<file path="config.mk">
export PLATFORM = sky130hd
export DESIGN_NAME = bank_refresh_seq
export DESIGN_NICKNAME = d
export VERILOG_FILES = /design/src/rtl/brs_pkg.sv /design/src/rtl/brs_due_timer.sv /design/src/rtl/brs_bank_ptr.sv /design/src/rtl/brs_seq_fsm.sv /design/src/rtl/bank_refresh_seq.sv
export SDC_FILE = /design/constraint.sdc
export NUM_CORES = 1
export LEC_CHECK = 0
export BUFFER_PORTS_ARGS = -buffer_cell sky130_fd_sc_hd__buf_2
export CAP_MARGIN = 20
export CORE_MARGIN = 2
export CORE_UTILIZATION = 33
export DETAILED_ROUTE_END_ITERATION = 10
export PLACE_DENSITY = 0.5
export SLEW_MARGIN = 15
export SYNTH_ARGS = -nofsm -noshare
export SYNTH_HDL_FRONTEND = slang
export SYNTH_SLANG_ARGS = --single-unit
export TNS_END_PERCENT = 5
</file>
<file path="constraint.sdc">
create_clock -name clk -period 4.3 [get_ports clk]
set_clock_uncertainty 0.05 [all_clocks]
set_input_delay 0.43 -clock clk [delete_from_list [all_inputs] [get_ports clk]]
set_output_delay 0.43 -clock clk [all_outputs]
set_load 0.02 [all_outputs]
</file>
<file path="src/rtl/brs_pkg.sv">
// Shared encodings for the per-bank refresh sequencer.
package brs_pkg;

    // Command code seen by the command bus arbiter.
    typedef enum logic [1:0] {
        CMD_NOP  = 2'd0,
        CMD_PRE  = 2'd1,
        CMD_REFB = 2'd2
    } brs_cmd_e;

    // Sequencer states.
    typedef enum logic [1:0] {
        ST_IDLE      = 2'd0,
        ST_WAIT_PRE  = 2'd1,
        ST_WAIT_REFB = 2'd2
    } brs_state_e;

endpackage

</file>
<file path="src/rtl/brs_due_timer.sv">
// Refresh due-point tracker.
// Counts controller cycles since the last due anchor. Raises `due` once a
// full interval has elapsed. On a completed refresh the anchor moves forward
// by exactly one interval, so backlog carries over instead of being lost.
// Assumes refb_done is only given while due is high. Saturates if refresh
// is starved for very long.
module brs_due_timer #(
    parameter int REFI_CYCLES = 3900
) (
    input  logic clk,
    input  logic rst_n,
    input  logic refb_done,
    output logic due
);
    localparam int          CW     = $clog2(4 * REFI_CYCLES + 1);
    localparam logic [CW-1:0] REFI_W = CW'(REFI_CYCLES);
    localparam logic [CW-1:0] SAT_W  = '1;

    logic [CW-1:0] elapsed_q;

    // Elapsed-cycle counter; subtract one interval per completed refresh.
    always_ff @(posedge clk) begin
        if (!rst_n) begin
            elapsed_q <= '0;
        end else if (refb_done) begin
            elapsed_q <= elapsed_q - REFI_W + CW'(1);
        end else if (elapsed_q != SAT_W) begin
            elapsed_q <= elapsed_q + CW'(1);
        end
    end

    // Due once a whole interval is owed.
    always_comb due = (elapsed_q >= REFI_W);

    // Owed refresh stays owed until a refresh completes.
    assert_due_hold_R7: assert property (@(posedge clk) disable iff (!rst_n)
        (due && !refb_done) |=> due);

    // Completion never arrives for a refresh that was not due.
    assert_done_when_due_R7: assert property (@(posedge clk) disable iff (!rst_n)
        refb_done |-> due);

endmodule

</file>
<file path="src/rtl/brs_bank_ptr.sv">
// Round-robin bank pointer with block-line decoder.
// Holds the index of the next bank to refresh and advances modulo NUM_BANKS
// when told. Drives one block line per bank, high for the pointed bank while
// block_en is set.
module brs_bank_ptr #(
    parameter int NUM_BANKS = 8,
    localparam int BW = (NUM_BANKS > 1) ? $clog2(NUM_BANKS) : 1
) (
    input  logic                 clk,
    input  logic                 rst_n,
    input  logic                 advance,
    input  logic                 block_en,
    output logic [BW-1:0]        ptr,
    output logic [NUM_BANKS-1:0] bank_block
);
    localparam logic [BW-1:0] LAST = BW'(NUM_BANKS - 1);

    logic [BW-1:0] ptr_q;

    // Pointer register; wraps after the last bank.
    always_ff @(posedge clk) begin
        if (!rst_n) begin
            ptr_q <= '0;
        end else if (advance) begin
            ptr_q <= (ptr_q == LAST) ? '0 : ptr_q + BW'(1);
        end
    end

    always_comb ptr = ptr_q;

    // One decoder leg per bank.
    for (genvar g = 0; g < NUM_BANKS; g++) begin : g_blk
        assign bank_block[g] = block_en && (ptr_q == BW'(g));
    end

    // Pointer moves only on an advance.
    assert_ptr_hold_R6: assert property (@(posedge clk) disable iff (!rst_n)
        !advance |=> $stable(ptr_q));

    // Pointer never leaves the valid bank range.
    assert_ptr_range_R6: assert property (@(posedge clk) disable iff (!rst_n)
        ptr_q <= LAST);

endmodule

</file>
<file path="src/rtl/brs_seq_fsm.sv">
// Refresh command sequencer.
// In IDLE it waits for the due flag, then chooses precharge or per-bank
// refresh from the target bank's open flag. A command fires when it is
// pending, legal and acknowledged. A fired precharge leads to the refresh of
// the same bank; a fired refresh returns to IDLE and reports completion.
module brs_seq_fsm
    import brs_pkg::*;
(
    input  logic     clk,
    input  logic     rst_n,
    input  logic     due,
    input  logic     tgt_open,
    input  logic     cmd_legal,
    input  logic     cmd_ack,
    output logic     pending,
    output brs_cmd_e cmd_kind,
    output logic     refb_done
);
    brs_state_e state_q, state_d;
    logic       fire;

    // A command is taken only when shown, legal and acknowledged.
    always_comb fire = pending && cmd_legal && cmd_ack;

    // Next-state selection.
    always_comb begin
        state_d = state_q;
        unique case (state_q)
            ST_IDLE:      if (due) state_d = tgt_open ? ST_WAIT_PRE : ST_WAIT_REFB;
            ST_WAIT_PRE:  if (fire) state_d = ST_WAIT_REFB;
            ST_WAIT_REFB: if (fire) state_d = ST_IDLE;
            default:      state_d = ST_IDLE;
        endcase
    end

    // State register.
    always_ff @(posedge clk) begin
        if (!rst_n) state_q <= ST_IDLE;
        else        state_q <= state_d;
    end

    // Output decode from state.
    always_comb begin
        pending   = (state_q != ST_IDLE);
        refb_done = (state_q == ST_WAIT_REFB) && fire;
        unique case (state_q)
            ST_WAIT_PRE:  cmd_kind = CMD_PRE;
            ST_WAIT_REFB: cmd_kind = CMD_REFB;
            default:      cmd_kind = CMD_NOP;
        endcase
    end

    // Closed bank goes straight to refresh.
    assert_closed_refb_R3: assert property (@(posedge clk) disable iff (!rst_n)
        (state_q == ST_IDLE && due && !tgt_open) |=> state_q == ST_WAIT_REFB);

    // Precharge is always followed by the refresh.
    assert_pre_then_refb_R4: assert property (@(posedge clk) disable iff (!rst_n)
        (state_q == ST_WAIT_PRE && cmd_legal && cmd_ack) |=> state_q == ST_WAIT_REFB);

    // Without a legal acknowledge, a pending command stays put.
    assert_wait_legal_R5: assert property (@(posedge clk) disable iff (!rst_n)
        (pending && !(cmd_legal && cmd_ack)) |=> $stable(state_q));

endmodule

</file>
<file path="src/rtl/bank_refresh_seq.sv">
// Per-bank refresh sequencer, top level.
// Ties the due timer, the round-robin bank pointer and the command sequencer.
// Assumes bank_open reflects the bank state at the due point and that the
// request machine of a blocked bank opens no new row.
module bank_refresh_seq
    import brs_pkg::*;
#(
    parameter int NUM_BANKS   = 8,
    parameter int REFI_CYCLES = 3900,
    localparam int BW = (NUM_BANKS > 1) ? $clog2(NUM_BANKS) : 1
) (
    input  logic                 clk,
    input  logic                 rst_n,
    input  logic [NUM_BANKS-1:0] bank_open,
    input  logic                 cmd_legal,
    input  logic                 cmd_ack,
    output logic                 cmd_req,
    output logic [1:0]           cmd_type,
    output logic [BW-1:0]        cmd_bank,
    output logic [NUM_BANKS-1:0] bank_block
);
    logic          due;
    logic          refb_done;
    logic          pending;
    logic          tgt_open;
    logic [BW-1:0] ptr;
    brs_cmd_e      cmd_kind;

    brs_due_timer #(.REFI_CYCLES(REFI_CYCLES)) u_due (
        .clk       (clk),
        .rst_n     (rst_n),
        .refb_done (refb_done),
        .due       (due)
    );

    brs_bank_ptr #(.NUM_BANKS(NUM_BANKS)) u_ptr (
        .clk        (clk),
        .rst_n      (rst_n),
        .advance    (refb_done),
        .block_en   (pending),
        .ptr        (ptr),
        .bank_block (bank_block)
    );

    // Open flag of the bank next in rotation.
    always_comb tgt_open = bank_open[ptr];

    brs_seq_fsm u_fsm (
        .clk       (clk),
        .rst_n     (rst_n),
        .due       (due),
        .tgt_open  (tgt_open),
        .cmd_legal (cmd_legal),
        .cmd_ack   (cmd_ack),
        .pending   (pending),
        .cmd_kind  (cmd_kind),
        .refb_done (refb_done)
    );

    // Command bus outputs; no bank attached while idle.
    always_comb begin
        cmd_req  = pending && cmd_legal;
        cmd_type = cmd_kind;
        cmd_bank = pending ? ptr : '0;
    end

    // Idle bus is quiet.
    assert_idle_quiet_R1: assert property (@(posedge clk) disable iff (!rst_n)
        (bank_block == '0) |-> (cmd_type == CMD_NOP && !cmd_req && cmd_bank == '0));

    // At most one bank is held off at a time.
    assert_block_onehot_R8: assert property (@(posedge clk) disable iff (!rst_n)
        $onehot0(bank_block));

    // A held-off bank is the one the command addresses.
    assert_block_matches_bank_R8: assert property (@(posedge clk) disable iff (!rst_n)
        (bank_block != '0) |-> bank_block[cmd_bank]);

endmodule

</file>
==> impl_metrics.py <==
metrics = {
    "die": {
        "num_rows": 23,
        "die_h_um": 67.49,
        "io_pins": 26,
        "core_area_mm2": 0.003943,
        "die_w_um": 67.49,
        "die_area_mm2": 0.004554,
        "initial_core_util_pct": 33.74,
    },
    "global_route": {
        "grt_pass1_wl_um": 4892,
        "grt_pass1_vias": 1050,
        "antenna_found_initial": 0,
        "grt_overflow": 0,
        "grt_start_max_net_pins": 15,
        "grtUsageTotal_pct": 14.13,
    },
    "logic_synthesis": {
        "syn_area_mm2": 0.001330,
        "synth.distinct_cells": 48,
        "avgSynthCellArea_um2": 8.365,
        "syn_nets": 179,
        "yosysWarnings": 0,
        "synth_ff_type": "dfxtp_1",
        "synth-seq-cells": 19,
        "netlist_instances": 159,
        "synth_edf_count": 0,
        "async_flop_share_pct": 0,
        "synth-seq-area-share_pct": 28.60,
    },
    "drt": {
        "firstDrtPassIters": 4,
        "vias": 1236,
        "routedWlPerCell_um": 13.26,
        "drt_iter0_markers": 55,
        "wirelength_um": 3063,
        "ant_nets": 0,
        "routed_via_density": 5.351,
        "drc": 0,
    },
    "sta": {
        "slew_viol_final": 0,
        "min_period_ps": 2171,
        "tightest_slew_ps": 461.3,
        "clock.fmax_ghz": 0.4607,
        "grt_setup_unrepaired": "no",
        "hold_viol": 0,
        "min_period_over_period_pct": 50.48,
        "setup-tns-final_ps": 0,
        "holdWs_ps": 423.5,
        "setup_violations": 0,
        "relSlewSlack_pct": 69.09,
    },
    "worst_setup_path": {
        "path_class": "register to register",
        "cp-end-kind": "register",
        "worstSetupStartpointType": "register",
        "worst_ep_required_time_ps": 4450,
        "path_cells": "ha_1 -> and3_1 -> or4b_4 -> nor2_4 -> nand3b_1 -> mux2i_1",
        "critPathMaxFanout": 12,
        "path_delay_family": "simple AND/OR/NAND/NOR gates",
        "arrival_ps": 2320,
        "critPathMaxStageDelay_ps": 520,
        "path_buf_inv": 0,
        "slowest_stage": "or4b_4",
    },
    "status": {
        "outcome": "complete, no violations",
    },
    "place": {
        "gp_congestion": 0.8243,
        "dp_cells": 227,
        "port_buffers": 25,
        "hpwl_um": 2306,
    },
    "finish": {
        "fin_util_pct": 38.78,
        "area_delta_synth_final_pct": 14.96,
        "mostFrequentLayoutCell": "buf_2",
        "num_antenna_cells": 0,
        "fin_nets": 202,
        "final_cells": 231,
        "n_fill_cell": 410,
        "final_cell_mix": "buf_2 (25), dfxtp_1 (19), nor2_1 (15)",
        "drive_above_1_share_pct": 20.44,
    },
    "clocking": {
        "cts_hold_buf": 0,
        "cts_sinks": 19,
        "clock_latency_ps": 260,
        "htreeDepth": 1,
        "cts_tree": "built",
        "clock_tree.root_cell": "clkbuf_8",
        "postCtsSetupBuffers": 0,
        "clk_pin_slew_ps": 80,
        "post_cts.resized_instances": 0,
        "clockBufferDepth": 2,
        "cts_made_buffers": 3,
    },
    "min_path": {
        "hp-class": "input pin to register",
    },
    "power_and_ir_drop": {
        "ir_drop_uv": 127.1,
        "static-leakage-power_nw": 0.6424,
        "finalPower_mw": 0.3329,
        "cellPowerDensity_mw_per_mm2": 217.8,
    },
    "run": {
        "drv_cap": 0,
    },
}
[per-layer routing]
layer  global-route usage [%]  vias to the layer above  wire (µm)
li1                         -                      629          -
met1                    19.70                      589       1527
met2                    20.96                       13       1424
met3                    4.000                        5         80
met4                    4.337                        0         31
met5                        0                        -          0
[final timing paths]
kind | from | end | slack, ps | cells past startpoint
max | u_due.elapsed_q[1]$_SDFFE_PN0P_ | u_due.elapsed_q[9]$_SDFFE_PN0P_ | 2130 | 6
min | rst_n | u_due.elapsed_q[13]$_SDFFE_PN0P_ | 420 | 2
max reg2reg | u_due.elapsed_q[1]$_SDFFE_PN0P_ | u_due.elapsed_q[9]$_SDFFE_PN0P_ | 2130 | 6
min reg2reg | u_due.elapsed_q[11]$_SDFFE_PN0P_ | u_due.elapsed_q[11]$_SDFFE_PN0P_ | 440 | 2
[registers in the layout, indices dropped and copies added (netlist names)]
register         count
u_fsm.state_q        2
u_ptr.ptr            3
u_due.elapsed_q     14
[Yosys cell counts, types with 4 or more instances]
library cell	number	area (µm²)
nand2_1	9	33.78
o211ai_1	4	30.03
dfxtp_1	19	380.4
mux2i_1	4	40.04
inv_1	5	18.77
and3_1	11	68.82
a21oi_1	10	50.05
nand3_1	4	20.02
nor2_1	15	56.30
ha_1	8	100.1
or3_1	4	25.02
o21ai_1	4	20.02
and2_1	7	43.79
[layout make-up]
| cell class | instances | area (µm²) | share of cell area, % |
|---|---|---|---|
| Inverter | 6 | 22.52 | 1.473 |
| Sequential cell | 19 | 380.4 | 24.88 |
| Timing Repair Buffer | 25 | 125.1 | 8.183 |
| Multi-Input combinational cell | 127 | 889.6 | 58.18 |
| Clock buffer | 3 | 41.29 | 2.700 |
| Tap cell | 50 | 62.56 | 4.092 |
| Clock inverter | 1 | 7.507 | 0.4910 |
[per-stage QoR]
step | area [µm²] | worst slack, ps
floorplan | 1330 | 2379
global placement | 1480 | 2214
detailed placement | 1480 | 2172
CTS | 1529 | 2154
global route | 1529 | 2033
finish | 1529 | 2129
[cells by family after synthesis]
logic type / Yosys count / share of synthesized area, %
flops: 19 / 28.60
xor+xnor: 4 / 2.635
buf+inv: 13 / 4.515
simple gates: 73 / 32.27
mux: 6 / 6.397
compound gates: 34 / 16.56
fa+ha+maj: 10 / 9.031
[power breakdown]
group          total, mW  internal (mW)  switching [mW]
registers          0.182          0.178         0.00344
clock network      0.131         0.0655          0.0654
logic             0.0205        0.00913          0.0113
Power figures use the tool's default switching activity.
